$ cat src/rtl/bp_tx_ctrl.sv
module bp_tx_ctrl #(
  parameter int IPG_LEN   = 96,
  parameter int MIN_JAM   = 96,
  parameter int SLOT_LEN  = 512,
  parameter int BURST_LEN = 1024,
  parameter int OFF_LEN   = 64,
  parameter int EXP_CAP   = 10,
  parameter int TRY_LIMIT = 16,
  parameter int RND_W     = 16
) (
  input  logic             clk,
  input  logic             rst_n,
  input  logic             bp_req,
  input  logic             col_i,
  input  logic             crs_i,
  input  logic             frame_req,
  input  logic             frame_done,
  input  logic             no_backoff,
  input  logic [RND_W-1:0] rnd_i,
  output logic             tx_en,
  output logic             pre_sel,
  output logic             start_grant,
  output logic             col_inc,
  output logic             excess_col
);
  localparam int WAIT_MAX = ((1 << EXP_CAP) - 1) * SLOT_LEN;
  localparam int M1 = (WAIT_MAX > BURST_LEN) ? WAIT_MAX : BURST_LEN;
  localparam int M2 = (OFF_LEN > IPG_LEN) ? OFF_LEN : IPG_LEN;
  localparam int CNT_MAX = (M1 > M2) ? M1 : M2;
  localparam int CNT_W = $clog2(CNT_MAX + 1);
  localparam int PC_W = $clog2(EXP_CAP + 1);
  localparam int AT_W = $clog2(TRY_LIMIT);
  localparam int PW = CNT_W + RND_W;

  typedef enum logic [2:0] {S_IDLE, S_JAM, S_OFF, S_WAIT, S_GAP, S_FRAME} st_t;

  st_t              st;
  logic [CNT_W-1:0] cnt;
  logic             hit, retry;
  logic [PC_W-1:0]  pcol, pnext;
  logic [AT_W-1:0]  tries;
  logic [CNT_W-1:0] bo_p, bo_f;

  function automatic logic [CNT_W-1:0] backoff(input int k, input logic [RND_W-1:0] r);
    logic [RND_W-1:0] m;
    logic [PW-1:0] p;
    if (k >= RND_W) m = '1;
    else m = (RND_W'(1) << k) - RND_W'(1);
    p = PW'(r & m) * PW'(SLOT_LEN);
    return p[CNT_W-1:0];
  endfunction

  assign pnext = (pcol == PC_W'(EXP_CAP)) ? pcol : pcol + PC_W'(1);

  always_comb begin
    int kf;
    kf = int'(tries) + 1;
    if (kf > EXP_CAP) kf = EXP_CAP;
    bo_p = backoff(int'(pnext), rnd_i);
    bo_f = backoff(kf, rnd_i);
  end

  assign tx_en   = (st == S_JAM) || (st == S_FRAME);
  assign pre_sel = (st == S_JAM);

  always_ff @(posedge clk or negedge rst_n) begin
    if (!rst_n) begin
      st <= S_IDLE;
      cnt <= '0;
      hit <= 1'b0;
      retry <= 1'b0;
      pcol <= '0;
      tries <= '0;
      start_grant <= 1'b0;
      col_inc <= 1'b0;
      excess_col <= 1'b0;
    end else begin
      start_grant <= 1'b0;
      col_inc <= 1'b0;
      excess_col <= 1'b0;
      case (st)
        S_IDLE: begin
          pcol <= '0;
          if (bp_req) begin
            st <= S_JAM;
            cnt <= '0;
            hit <= 1'b0;
          end
        end
        S_JAM: begin
          if (hit || col_i) begin
            if (cnt >= CNT_W'(MIN_JAM - 1)) begin
              st <= S_WAIT;
              retry <= 1'b0;
              hit <= 1'b0;
              pcol <= pnext;
              cnt <= no_backoff ? CNT_W'(IPG_LEN) : bo_p;
            end else begin
              hit <= 1'b1;
              cnt <= cnt + CNT_W'(1);
            end
          end else if (!bp_req) begin
            st <= S_IDLE;
          end else if (frame_req) begin
            st <= S_GAP;
            cnt <= CNT_W'(IPG_LEN);
          end else if (cnt == CNT_W'(BURST_LEN - 1)) begin
            st <= S_OFF;
            cnt <= CNT_W'(OFF_LEN);
          end else begin
            cnt <= cnt + CNT_W'(1);
          end
        end
        S_OFF: begin
          if (!bp_req) st <= S_IDLE;
          else if (cnt <= CNT_W'(1)) begin
            st <= S_JAM;
            cnt <= '0;
          end else cnt <= cnt - CNT_W'(1);
        end
        S_WAIT: begin
          if (cnt <= CNT_W'(1)) begin
            if (retry) begin
              st <= S_FRAME;
              start_grant <= 1'b1;
            end else if (!bp_req) begin
              st <= S_IDLE;
            end else if (frame_req) begin
              st <= S_GAP;
              cnt <= CNT_W'(IPG_LEN);
            end else begin
              st <= S_JAM;
              cnt <= '0;
            end
          end else cnt <= cnt - CNT_W'(1);
        end
        S_GAP: begin
          if (cnt <= CNT_W'(1)) begin
            st <= S_FRAME;
            start_grant <= 1'b1;
          end else cnt <= cnt - CNT_W'(1);
        end
        S_FRAME: begin
          if (col_i) begin
            col_inc <= 1'b1;
            if (tries == AT_W'(TRY_LIMIT - 1)) begin
              excess_col <= 1'b1;
              tries <= '0;
              retry <= 1'b0;
              st <= bp_req ? S_JAM : S_IDLE;
              cnt <= '0;
              hit <= 1'b0;
            end else begin
              tries <= tries + AT_W'(1);
              retry <= 1'b1;
              st <= S_WAIT;
              cnt <= no_backoff ? CNT_W'(IPG_LEN) : bo_f;
            end
          end else if (frame_done) begin
            tries <= '0;
            retry <= 1'b0;
            st <= bp_req ? S_JAM : S_IDLE;
            cnt <= '0;
            hit <= 1'b0;
          end
        end
        default: st <= S_IDLE;
      endcase
    end
  end

  p_min_jam_r2: assert property (@(posedge clk) disable iff (!rst_n)
    (pre_sel && col_i && cnt < CNT_W'(MIN_JAM - 1)) |=> pre_sel);

  p_preamble_uncounted_r5: assert property (@(posedge clk) disable iff (!rst_n)
    pre_sel |=> !col_inc);

  p_grant_after_idle_r7: assert property (@(posedge clk) disable iff (!rst_n)
    start_grant |-> (!$past(tx_en) && tx_en && !pre_sel));

  p_frame_col_counted_r8: assert property (@(posedge clk) disable iff (!rst_n)
    (tx_en && !pre_sel && col_i) |=> col_inc);

  p_excess_counted_r9: assert property (@(posedge clk) disable iff (!rst_n)
    excess_col |-> (col_inc && !start_grant));

  p_no_defer_r11: assert property (@(posedge clk) disable iff (!rst_n)
    (st == S_IDLE && bp_req && crs_i) |=> pre_sel);
endmodule

$ cat config.mk
export PLATFORM = sky130hd
export DESIGN_NAME = bp_tx_ctrl
export DESIGN_NICKNAME = d
export VERILOG_FILES = /design/src/rtl/bp_tx_ctrl.sv
export SDC_FILE = /design/constraint.sdc
export NUM_CORES = 1
export LEC_CHECK = 0
export BUFFER_PORTS_ARGS = -buffer_cell sky130_fd_sc_hd__buf_2
export CORE_MARGIN = 4
export CORE_UTILIZATION = 35
export DETAILED_ROUTE_END_ITERATION = 8
export GPL_ROUTABILITY_DRIVEN = 0
export HOLD_SLACK_MARGIN = 0.05
export MAX_ROUTING_LAYER = met4
export PLACE_DENSITY = 0.57
export RECOVER_POWER = 50
export SLEW_MARGIN = 40
export SYNTH_ARGS = -nofsm -noshare
export SYNTH_HDL_FRONTEND = slang
export SYNTH_SLANG_ARGS = --single-unit
$ cat constraint.sdc
create_clock -name clk -period 2.7 [get_ports clk]
set_clock_uncertainty 0.05 [all_clocks]
set_input_delay 0.54 -clock clk [delete_from_list [all_inputs] [get_ports clk]]
set_output_delay 0.54 -clock clk [all_outputs]
set_load 0.05 [all_outputs]
=== Word-level counts from Yosys, hierarchy flattened ===
Cells that the tools add are included.

* Bits in registers: 35
* Bits of input ports: 24
* Output and inout bits: 5
* Word-level logic and storage cells: 128

* $add $sub $neg: 7
* Magnitude comparators: 4
* Eq/ne operators: 23
* Shifts and indexed selects: 2
* Muxes and demuxes: 67
* Bitwise gates (word level): 2
* Reductions and logical operators: 14

{| class="wikitable"
|+ Operators with widths
! kind !! number
|-
| 19-bit two-way mux || 17
|-
| 19-bit one-hot mux with 6 select lines || 1
|-
| 3-bit two-way mux || 15
|-
| 32-bit by 6-bit >= comparator with 1-bit output (second input constant) || 1
|-
| 4-bit two-way mux || 6
|-
| 10-bit AND || 2
|-
| 10-bit by 2-bit subtractor with 10-bit output (second input constant) || 2
|-
| 19-bit by 1-bit adder with 19-bit output (second input constant) || 1
|-
| 19-bit by 10-bit == test with 1-bit output (second input constant) || 1
|-
| 19-bit by 7-bit >= comparator with 1-bit output (second input constant) || 1
|-
| 19-bit by 1-bit <= comparator with 1-bit output (second input constant) || 1
|-
| 1-bit two-way mux || 19
|-
| 19-bit by 1-bit subtractor with 19-bit output (second input constant) || 1
|-
| 3-bit one-hot mux with 6 select lines || 1
|-
| 3-bit != test (second input constant) || 4
|-
| 10-bit two-way mux || 1
|-
| 2-bit != test (second input constant) || 5
|-
| 1-bit by 4-bit << shifter with 10-bit output (first input constant) || 1
|-
| 1-bit by 5-bit << shifter with 10-bit output (first input constant) || 1
|-
| 3-bit by 2-bit != test with 1-bit output (second input constant) || 3
|-
| 4-bit by 1-bit adder with 4-bit output (second input constant) || 2
|-
| 4-bit == test (second input constant) || 2
|-
| 4-bit one-hot mux with 2 select lines || 1
|-
| 8-bit AND reduction || 1
|-
| other kinds (22) || 29
|}

=== Logic depth before layout (Yosys ltp) ===
Gate-level depths: netlist of run 1.

* Word-level depth: 11
* Gate-level depth with buffers: 13

=== Worst setup path after synthesis of run 1 ===
No wires, ideal clock.

* Path type: register to register
* Start point: reg st[1]
* End point: reg cnt[18]
* Arrival: 2822 ps
* Setup slack: -262 ps
* Cell stages (with the launch flop): 10
* Cell sequence: dfrtp_1 > clkbuf_1 > nor2b_1 > nand2b_1 > clkinv_1 > nand2_1 > a311o_1 > a21oi_1 > a31oi_1 > o221ai_1

* Cells in the longest elaborated chain, start to end: 3
* Elaborated cells on any way between the ends: 16

{| class="wikitable"
|+ RTL lines
! what !! line !! source
|-
| start: declaration || 37 || <nowiki>st_t st;</nowiki>
|-
| start signal: assignment || 150 || <nowiki>st <= bp_req ? S_JAM : S_IDLE;</nowiki>
|-
| start signal: assignment || 162 || <nowiki>st <= bp_req ? S_JAM : S_IDLE;</nowiki>
|-
| 3-bit by 1-bit == test with 1-bit output (*) || - ||
|-
| named net pre_sel || 21 || <nowiki>output logic pre_sel,</nowiki>
|-
| 6-bit nonzero test (no source line) / 3-bit by 2-bit != test with 1-bit output (equally long branches) || - ||
|-
| 8-bit AND reduction (no source line) || - ||
|-
| end signal: assignment || 97 || <nowiki>cnt <= no_backoff ? CNT_W'(IPG_LEN) : bo_p;</nowiki>
|-
| end signal: assignment || 100 || <nowiki>cnt <= cnt + CNT_W'(1);</nowiki>
|-
| end signal: assignment || 106 || <nowiki>cnt <= CNT_W'(IPG_LEN);</nowiki>
|-
| end: declaration || 38 || <nowiki>logic [CNT_W-1:0] cnt;</nowiki>
|}

Mark *: on every way through the listed nets, which the timed path passes. The rest lies on a longest branch.
A chain may end at the register's enable or synchronous reset.

=== Worst setup path in the final report of run 1 ===
* Start point: reg tries[0]
* End point: reg cnt[15]

* Cells in the longest elaborated chain, start to end: 11
* Elaborated cells on any way between the ends: 13

{| class="wikitable"
|+ RTL lines
! what !! line !! source
|-
| start: declaration || 41 || <nowiki>logic [AT_W-1:0] tries;</nowiki>
|-
| start signal: assignment || 154 || <nowiki>tries <= tries + AT_W'(1);</nowiki>
|-
| branches (longest 8 deep; another with 32-bit by 6-bit >= comparator with 1-bit output) || - ||
|-
| 19-bit two-way mux (*) || 146 || <nowiki>if (tries == AT_W'(TRY_LIMIT - 1)) begin</nowiki>
|-
| 19-bit two-way mux (*) || 144 || <nowiki>if (col_i) begin</nowiki>
|-
| 19-bit one-hot mux with 6 select lines (*) || 81 || <nowiki>case (st)</nowiki>
|-
| end signal: assignment || 97 ||
|-
| end signal: assignment || 141 || <nowiki>end else cnt <= cnt - CNT_W'(1);</nowiki>
|-
| end signal: assignment || 157 || <nowiki>cnt <= no_backoff ? CNT_W'(IPG_LEN) : bo_f;</nowiki>
|}

Mark *: on every way between the ends.

==> results.py, run 1 <==
metrics = {
    "setup_path": {
        "max_stage_delay_ns": 0.45,
        "cpMostUsedCell": "buf_4",
        "slowest_stage": "dfrtp_2",
        "crit_arrival_ns": 2.79,
        "cp-start-kind": "register",
        "cp_cell_sequence": "buf_4 > buf_4 > nand2b_4 > or3_4 > ha_4 > nand2b_1 > o21ai_1 > a32oi_1 > or2_4 > a21o_1 > o211ai_1 > a221o_1",
        "required_ns": 2.82,
        "worstSetupEndpointType": "register",
        "crit_type": "register to register",
        "path_max_fanout": 8,
    },
    "finish": {
        "area_delta_synth_final_pct": 23.19,
        "fillers": 998,
        "final_cells": 654,
        "insertedDiodeCount": 0,
        "stdcell_area_um2": 4287,
        "drive_gt1_share_pct": 24.57,
        "nNetsFinal": 556,
    },
    "route": {
        "dr.first_iter.drc_count": 251,
        "vias_per_cell": 5.953,
        "totalWireLength_um": 11240,
        "vias": 3893,
        "dr.pass1.iters": 5,
        "drtAntennaViolNets": 0,
        "wl_per_cell_um": 17.19,
        "drc": 0,
    },
    "clock_tree": {
        "htree_levels": 2,
        "cts_inserted_buffers": 5,
        "insertion_delay_ns": 0.30,
        "clk_pin_slew_ns": 0.08,
        "cts-hold-fix-buffers": 0,
        "cts_tree": "done",
        "root_buffer": "clkbuf_8",
        "clock_path_buffers": 2,
        "cts_sinks": 35,
    },
    "run_status": {
        "status": "finished, violations left",
        "violations": "capacitance limit, slew limit",
    },
    "global_route": {
        "grt_max_degree": 36,
        "grt-ovfl-total": 0,
        "grt_pass1_vias": 3761,
        "antenna_found_initial": 0,
        "track_usage_pct": 20.11,
        "grt_pass1_wl_um": 18400,
    },
    "pwr": {
        "power_density_nw_per_um2": 1325,
        "p_leak_nw": 1.708,
        "ir_drop_uv": 474.6,
    },
    "synthesis": {
        "ys.flop_type": "dfrtp_1",
        "synth.distinct_cells": 71,
        "synth_nets": 496,
        "synth_top_area_cell": "dfrtp_1",
        "synth_top_area_share_pct": 25.17,
        "async_reset_ff_share_pct": 100.0,
        "synth_commonest_cells": "nand2_1, nor2_1, o21ai_0, dfrtp_1, a21oi_1",
        "yosys_warnings": 0,
        "synth_edf_count": 0,
        "yosys_register_bits": 35,
        "avgSynthCellArea_um2": 7.548,
        "seq_area_frac_synth_pct": 25.17,
        "synthCells": 461,
        "syn_area_um2": 3480,
        "ys_top_cells_by_area": "dfrtp_1, o21ai_0, nand2_1",
    },
    "sta": {
        "slew_violations": 36,
        "tightest_slew_ns": 2.122,
        "hold_viol": 0,
        "max_freq_mhz": 375.3,
        "slew_headroom_pct": -41.49,
        "min_period_ns": 2.664,
        "rsz0062_at_grt": "true",
        "setup_viol": 0,
        "post-route-period-util_pct": 98.68,
    },
    "placement": {
        "postPlaceCellArea_um2": 4041,
        "dp.cells": 640,
        "dp_hpwl_um": 8282,
        "io_buffers": 21,
    },
    "job": {
        "max-cap-violations": 1,
    },
    "floorplanning": {
        "die_area_um2": 11600,
        "die_y_um": 107.7,
        "rows": 36,
        "core-area_um2": 9729,
        "die_w_um": 107.7,
        "ioPinCount": 29,
        "start_util_pct": 35.76,
    },
    "hold_path": {
        "min_path_type": "input pin to register",
    },
}
-- metrics by stage --
stage	hold WS [ns]	setup WS, ns	utilization (%)	power, mW	setup TNS, ns
detailed placement	0.4991	-0.02563	41.54	4.858	-0.02563
finish	0.4457	0.03577	44.06	5.679	0
global placement	0.4755	0.02578	41.51	4.796	0
floorplan	0.1944	0.01235	-	3.615	0
CTS	0.1815	0.02664	43.39	5.459	0
global route	0.4518	-0.09101	44.06	6.133	-0.1197
-- metal layers --
layer  vias up  global-route usage (%)  routed length [um]
met5         -                       -                   0
met4         0                   6.041                 259
met3        25                   2.400                 623
met2       153                   33.04                5349
met1      1860                   26.02                5007
li1       1855                       -                   -
-- worst max-delay path, delay by kind of cell (launching register included) --
| kind | cells | cell delay (ns) |
|---|---|---|
| buffers and inverters | 2 | 0.31 |
| AND/OR/NAND/NOR | 4 | 0.73 |
| AO/OA/AOI/OAI | 5 | 0.82 |
| adder cells (fa/ha/maj) | 1 | 0.18 |
| flip-flops | 1 | 0.45 |
-- sequential cells by signal (all words and copies together), names as in the netlist --
name,cells
cnt,19
col_inc,1
excess_col,1
hit,1
pcol,4
retry,1
st,3
start_grant,1
tries,4
-- power by group --
part,total (mW),internal (mW),switching (mW)
clock,0.416,0.201,0.215
combinational,4.36,1.88,2.47
sequential,0.908,0.703,0.205
-- placed cells by master (no fill, tap or decap), types with 8 or more instances in the layout --
master    synthesis  layout
nand2_1          43      42
dfrtp_1          35      33
a32oi_1           8       8
buf_4             1      60
nor3_1           14      14
inv_1            17      16
and3_1            8       8
buf_2             7      20
xnor2_1          10      10
nand3_1          24      24
a21oi_1          29      29
o22ai_1          12      11
nand3b_1          8       8
o21ai_0          43      42
nor2_1           43      42
-- logic make-up (layout without fill, tap and decap cells) --
| group | after synthesis | in the layout | share of synthesized area [%] |
|---|---|---|---|
| DFF | 35 | 35 | 25.17 |
| AOI/OAI and AO/OA | 164 | 164 | 32.22 |
| xor gates and xnor gates | 11 | 11 | 2.769 |
| and+or+nand+nor | 188 | 188 | 28.30 |
| buffers and inverters | 47 | 107 | 6.077 |
| muxes | 5 | 5 | 1.510 |
| adders and majority gates | 11 | 11 | 3.955 |
-- path summary, 6_finish.rpt --
kind / slack, ns / start / to / depth (start not counted)
hold / removal: 0.45 / rnd_i[4] / cnt[13] / 3
hold reg to reg: 0.52 / tries[0] / tries[0] / 1
min in group asynchronous: 0.81 / rst_n / cnt[1] / 1
setup / recovery: 0.04 / tries[0] / cnt[15] / 12
max in group asynchronous: 0.43 / rst_n / tries[1] / 1
setup reg to reg: 0.04 / tries[0] / cnt[15] / 12
-- cell type report --
class	instances	area, um^2	share of cell area, %
multi-input cells	379	2511	58.58
flip-flops and latches	35	878.3	20.49
repair buffers	82	574.3	13.40
well taps	133	166.4	3.882
clock buffers	6	82.58	1.926
inverters	18	68.82	1.605
clock inverters	1	5.005	0.1168
-- timing repair --
item                       CTS  global route
resized for setup           13             8
pin swaps                    6             3
cloned                       0             0
setup endpoints to repair    1             6
buffers inserted             3             4
No activity file was read; power rests on OpenSTA's default activity.
==> inputs of run 2 (changes only) <==
- GPL_TIMING_DRIVEN: default -> 0
==> results.py, run 2 (synthesis gave the netlist of run 1 again) <==
metrics = {
    "finish": {
        "reg_top3": "cnt: 19 flops, pcol: 4 flops, tries: 4 flops",
        "final_core_util_pct": 44.73,
        "registers.top_by_ff_count": "cnt",
        "insertedDiodeCount": 0,
        "fillers": 986,
        "layout_common_cells": "o21ai_0, nand2_1, nor2_1, buf_4, dfrtp_1",
        "drive_gt1_share_pct": 25.95,
        "nNetsFinal": 559,
        "stdcell_area_um2": 4352,
        "layout_commonest_cell": "o21ai_0",
        "largest_reg_flops": 19,
        "area_delta_synth_final_pct": 25.06,
    },
    "clock_tree": {
        "root_buffer": "clkbuf_8",
        "cts_inserted_buffers": 5,
        "cts_tree": "done",
        "cts_sinks": 35,
        "insertion_delay_ns": 0.30,
        "htree_levels": 2,
        "clk_pin_slew_ns": 0.09,
        "clock_path_buffers": 2,
        "cts-hold-fix-buffers": 0,
    },
    "floorplanning": {
        "die_w_um": 107.7,
        "rows": 36,
        "ioPinCount": 29,
        "start_util_pct": 35.76,
        "core-area_um2": 9729,
        "die_area_um2": 11600,
        "die_y_um": 107.7,
    },
    "setup_path": {
        "crit_family": "simple AND/OR/NAND/NOR gates",
        "crit_arrival_ns": 2.89,
        "required_ns": 2.82,
        "worst-path-buf-inv": 1,
        "slowest_stage": "dfrtp_1",
        "max_stage_delay_ns": 0.40,
        "path_max_fanout": 6,
        "worstSetupEndpointType": "register",
        "cp_cell_sequence": "buf_4 > ha_4 > nand2_2 > or3_4 > ha_4 > nand2b_4 > nand3_1 > a32oi_1 > or2_4 > a21o_1 > o211ai_1 > a221o_1",
        "crit_type": "register to register",
        "cpMostUsedCell": "ha_4",
        "cp-start-kind": "register",
    },
    "placement": {
        "postPlaceCellArea_um2": 3772,
        "dp_hpwl_um": 8261,
        "io_buffers": 20,
    },
    "sta": {
        "min_period_ns": 2.776,
        "final.setup.worst_slack_ns": -0.07567,
        "setup_viol": 2,
        "slew_violations": 36,
        "rsz0062_at_grt": "true",
        "slew_headroom_pct": -39.24,
        "tightest_slew_ns": 2.089,
        "post-route-period-util_pct": 102.8,
        "tns_ns": -0.09526,
        "hold_viol": 0,
        "max_freq_mhz": 360.3,
    },
    "global_route": {
        "grt_pass1_vias": 3755,
        "grt_max_degree": 36,
        "antenna_found_initial": 0,
        "grt-ovfl-total": 0,
        "track_usage_pct": 20.93,
        "grt_pass1_wl_um": 18880,
    },
    "pwr": {
        "ir_drop_uv": 446.3,
        "p_leak_nw": 1.700,
        "power_density_nw_per_um2": 1341,
    },
    "route": {
        "dr.first_iter.drc_count": 368,
        "vias": 3977,
        "drtAntennaViolNets": 0,
        "wl_per_cell_um": 18.11,
        "totalWireLength_um": 11900,
        "drc": 0,
        "vias_per_cell": 6.053,
        "dr.pass1.iters": 5,
    },
    "hold_path": {
        "min_path_type": "input pin to register",
    },
    "job": {
        "max-cap-violations": 1,
    },
    "run_status": {
        "status": "finished, violations left",
        "violations": "capacitance limit, slew limit, setup timing",
    },
}
## run 2: changes by cell type in the layout (fill, tap and decap cells not counted), moves of 2 or more
cell	before	now
clkbuf_2	0	6
buf_4	60	38
buf_6	0	7
clkbuf_4	0	2
dfrtp_2	2	6
clkbuf_1	1	11
dfrtp_1	33	29
nor3_1	14	12
## run 2: final cells by class
| cell class | count | area [um^2] | share of cell area, % |
|---|---|---|---|
| repair buffers | 58 | 391.6 | 8.999 |
| inverters | 18 | 68.82 | 1.581 |
| multi-input cells | 379 | 2590 | 59.52 |
| clock buffers | 6 | 82.58 | 1.898 |
| clock inverters | 1 | 5.005 | 0.1150 |
| flip-flops and latches | 35 | 883.3 | 20.30 |
| well taps | 133 | 166.4 | 3.824 |
| plain buffers | 27 | 163.9 | 3.767 |
## run 2: metrics by stage
| stage | hold WS [ns] | setup slack [ns] | std cells | power (mW) |
|---|---|---|---|---|
| 2_1_floorplan | 0.1944 | 0.01235 | 461 | 3.615 |
| 3_3_place_gp | 0.4778 | -0.3320 | 614 | 4.467 |
| 3_5_place_dp | 0.4978 | -0.3497 | 614 | 4.530 |
| 4_1_cts | 0.1755 | -0.1558 | 636 | 5.253 |
| 5_1_grt | 0.4236 | -0.1226 | 657 | 6.238 |
| 6_report | 0.4131 | -0.07567 | 657 | 5.837 |
## run 2: timing repair
item	4_1_cts	5_1_grt
pin swaps	8	17
gates resized for setup	19	44
endpoints found under the setup margin	22	22
buffers inserted	16	22
gates cloned	0	0
## run 2: path summary, 6_finish.rpt
path / startpoint / depth (start not counted) / slack [ns] / to
worst min register to register: hit / 2 / 0.52 / hit
worst max-delay path: tries[0] / 12 / -0.08 / cnt[15]
worst min-delay path: rnd_i[7] / 2 / 0.41 / cnt[16]
min in group asynchronous: rst_n / 1 / 0.78 / cnt[6]
worst max register to register: tries[0] / 12 / -0.08 / cnt[15]
max in group asynchronous: rst_n / 1 / 0.45 / cnt[14]
## run 2: metal layers
metal	vias up	share of wire [%]	wire, um	GRT usage, %
li1	1866	-	-	-
met1	1917	44	5196	26.61
met2	159	48	5681	33.97
met3	35	5.3	634	2.759
met4	0	3.3	388	7.935
met5	-	0	0	-
## run 2: power by group
group	leakage (nW)	switching (mW)	internal, mW	total (mW)
clock network	0.0470	0.211	0.201	0.411
logic	1.19	2.62	1.89	4.51
registers	0.460	0.209	0.708	0.916
## run 2: worst reg2reg max path, cell delays in order, from the launching register on
cell and delay, ns:
dfrtp_1 0.40, buf_4 0.15, ha_4 0.31, nand2_2 0.06
or3_4 0.39, ha_4 0.20, nand2b_4 0.10, nand3_1 0.09
a32oi_1 0.19, or2_4 0.15, a21o_1 0.13, o211ai_1 0.12
a221o_1 0.32
==> inputs of run 3 (changes only) <==
- CORE_UTILIZATION: 35 -> 55
- PLACE_DENSITY: 0.57 -> 0.81
==> results.py, run 3 (synthesis gave the netlist of run 1 again) <==
metrics = {
    "setup_path": {
        "r2r_cells": 12,
        "cp-start-kind": "register",
        "worstSetupEndpointType": "register",
        "crit_type": "register to register",
        "r2r-end": "cnt[15]",
        "crit_arrival_ns": 2.98,
        "path_max_fanout": 10,
        "reg2reg_slack_ns": -0.09,
        "required_ns": 2.89,
        "timing.rr.start": "tries[2]",
    },
    "finish": {
        "area_delta_synth_final_pct": 22.33,
        "largest_reg_flops": 19,
        "layout_common_cells": "nand2_1, nor2_1, o21ai_0, dfrtp_1, a21oi_1",
        "regArea_um2": 880.8,
        "fillers": 467,
        "insertedDiodeCount": 0,
        "drive_gt1_share_pct": 24.76,
        "registers.top_by_ff_count": "cnt",
        "reg_top3": "cnt: 19 flops, pcol: 4 flops, tries: 4 flops",
        "multiInputGateArea_um2": 2655,
        "stdcell_area_um2": 4257,
        "nNetsFinal": 547,
    },
    "run_status": {
        "violations": "capacitance limit, slew limit, setup timing",
        "status": "finished, violations left",
    },
    "sta": {
        "hold_ws_ns": 0.4201,
        "slew_violations": 36,
        "post-route-period-util_pct": 103.2,
        "tightest_slew_ns": 2.059,
        "max_freq_mhz": 358.8,
        "final.setup.worst_slack_ns": -0.08711,
        "min_period_ns": 2.787,
        "slew_headroom_pct": -37.28,
        "hold_viol": 0,
        "tns_ns": -0.2602,
        "rsz0062_at_grt": "true",
        "setup_viol": 9,
    },
    "placement": {
        "postPlaceCellArea_um2": 3697,
        "dp_hpwl_um": 7304,
        "io_buffers": 20,
        "place_ws_ns": -0.3149,
    },
    "pwr": {
        "power_frac_comb_pct": 78.6,
        "p_total_mw": 6.164,
        "power_density_nw_per_um2": 1448,
        "p_switching_mw": 3.235,
        "netSwitchingFraction_pct": 52.48,
        "power_frac_clock_pct": 6.4,
        "p_leak_nw": 1.660,
        "sequentialPowerShare_pct": 15.0,
        "ir_drop_uv": 835.0,
        "intPower_mw": 2.929,
    },
    "clock_tree": {
        "clk_pin_slew_ns": 0.08,
        "clock_path_buffers": 2,
        "cts-hold-fix-buffers": 0,
        "htree_levels": 2,
        "cts_sinks": 35,
        "cts_inserted_buffers": 5,
        "root_buffer": "clkbuf_8",
        "cts_tree": "done",
        "insertion_delay_ns": 0.30,
    },
    "route": {
        "vias": 4261,
        "drtAntennaViolNets": 0,
        "drc": 0,
        "dr.first_iter.drc_count": 527,
        "vias_per_cell": 7.247,
        "wl_per_cell_um": 20.06,
        "dr.pass1.iters": 5,
        "totalWireLength_um": 11800,
    },
    "global_route": {
        "track_usage_pct": 29.58,
        "antenna_found_initial": 0,
        "grt_pass1_vias": 3666,
        "grt-ovfl-total": 0,
        "grt_pass1_wl_um": 17570,
        "grt_max_degree": 36,
    },
    "floorplanning": {
        "core-area_um2": 6026,
        "die_area_um2": 7663,
        "die_y_um": 87.54,
        "die_w_um": 87.54,
        "start_util_pct": 57.75,
        "ioPinCount": 29,
        "rows": 28,
    },
    "hold_path": {
        "whs_path_depth": 3,
        "min_to": "cnt[14]",
        "hold_start": "rnd_i[5]",
        "min_path_type": "input pin to register",
    },
    "job": {
        "max-cap-violations": 1,
    },
}
==> run 3: cell types whose count changed in the layout (fill, tap and decap cells not counted), moves of 3 or more <==
cell and change:
buf_2 +3, clkbuf_1 +4, clkbuf_2 -4, buf_4 -14
==> run 3: worst max path at each step <==
stage          cells after the start  endpoint     start
2_1_floorplan                     13   cnt[15]  tries[1]
3_3_place_gp                      13   cnt[15]  tries[1]
3_5_place_dp                      13   cnt[15]  tries[1]
4_1_cts                           13   cnt[15]  tries[0]
5_1_grt                           12   cnt[15]  tries[2]
6_report                          12   cnt[15]  tries[2]
==> run 3: critical path, stage by stage (launching register included) <==
cell      delay, ns
dfrtp_1        0.40
clkbuf_1       0.25
nor2_4         0.21
a21oi_2        0.07
or3_4          0.39
ha_4           0.20
nand2b_4       0.17
o31ai_4        0.18
a32oi_1        0.08
or2_4          0.27
a21o_1         0.17
o211ai_1       0.10
a221o_1        0.18
==> run 3: metrics by stage <==
step | instances | util, %
after floorplan | 461 | -
after global placement | 556 | 61.36
after detailed placement | 556 | 61.36
after CTS | 575 | 66.09
after global routing | 588 | 70.64
final | 588 | 70.64
==> run 3: power by group through the flow <==
stage	logic [mW]	registers, mW	clock network [mW]
3_5_place_dp	3.53	0.907	0
3_3_place_gp	3.46	0.900	0
4_1_cts	3.96	0.904	0.389
2_1_floorplan	2.75	0.863	0
6_report	4.85	0.925	0.393
5_1_grt	5.12	0.949	0.418
==> run 3: repair_timing <==
action / in CTS / in global routing
pin swaps: 8 / 31
resized for setup: 21 / 53
buffers inserted: 11 / 15
setup endpoints to repair: 21 / 17
cloned: 0 / 2
==> run 3: final cells by class <==
class	instances	share of cell area, %
clock buffers	7	1.793
clock inverters	1	0.1176
multi-input cells	379	62.38
plain buffers	25	3.527
well taps	75	2.205
inverters	18	1.617
repair buffers	48	7.672
flip-flops and latches	35	20.69
==> run 3: metal layers <==
metal / GRT usage, % / up-vias / routed length (um)
li1: - / 1853 / -
met1: 39.24 / 1969 / 4568
met2: 45.62 / 347 / 5199
met3: 3.857 / 92 / 1357
met4: 11.99 / 0 / 671
met5: - / - / 0
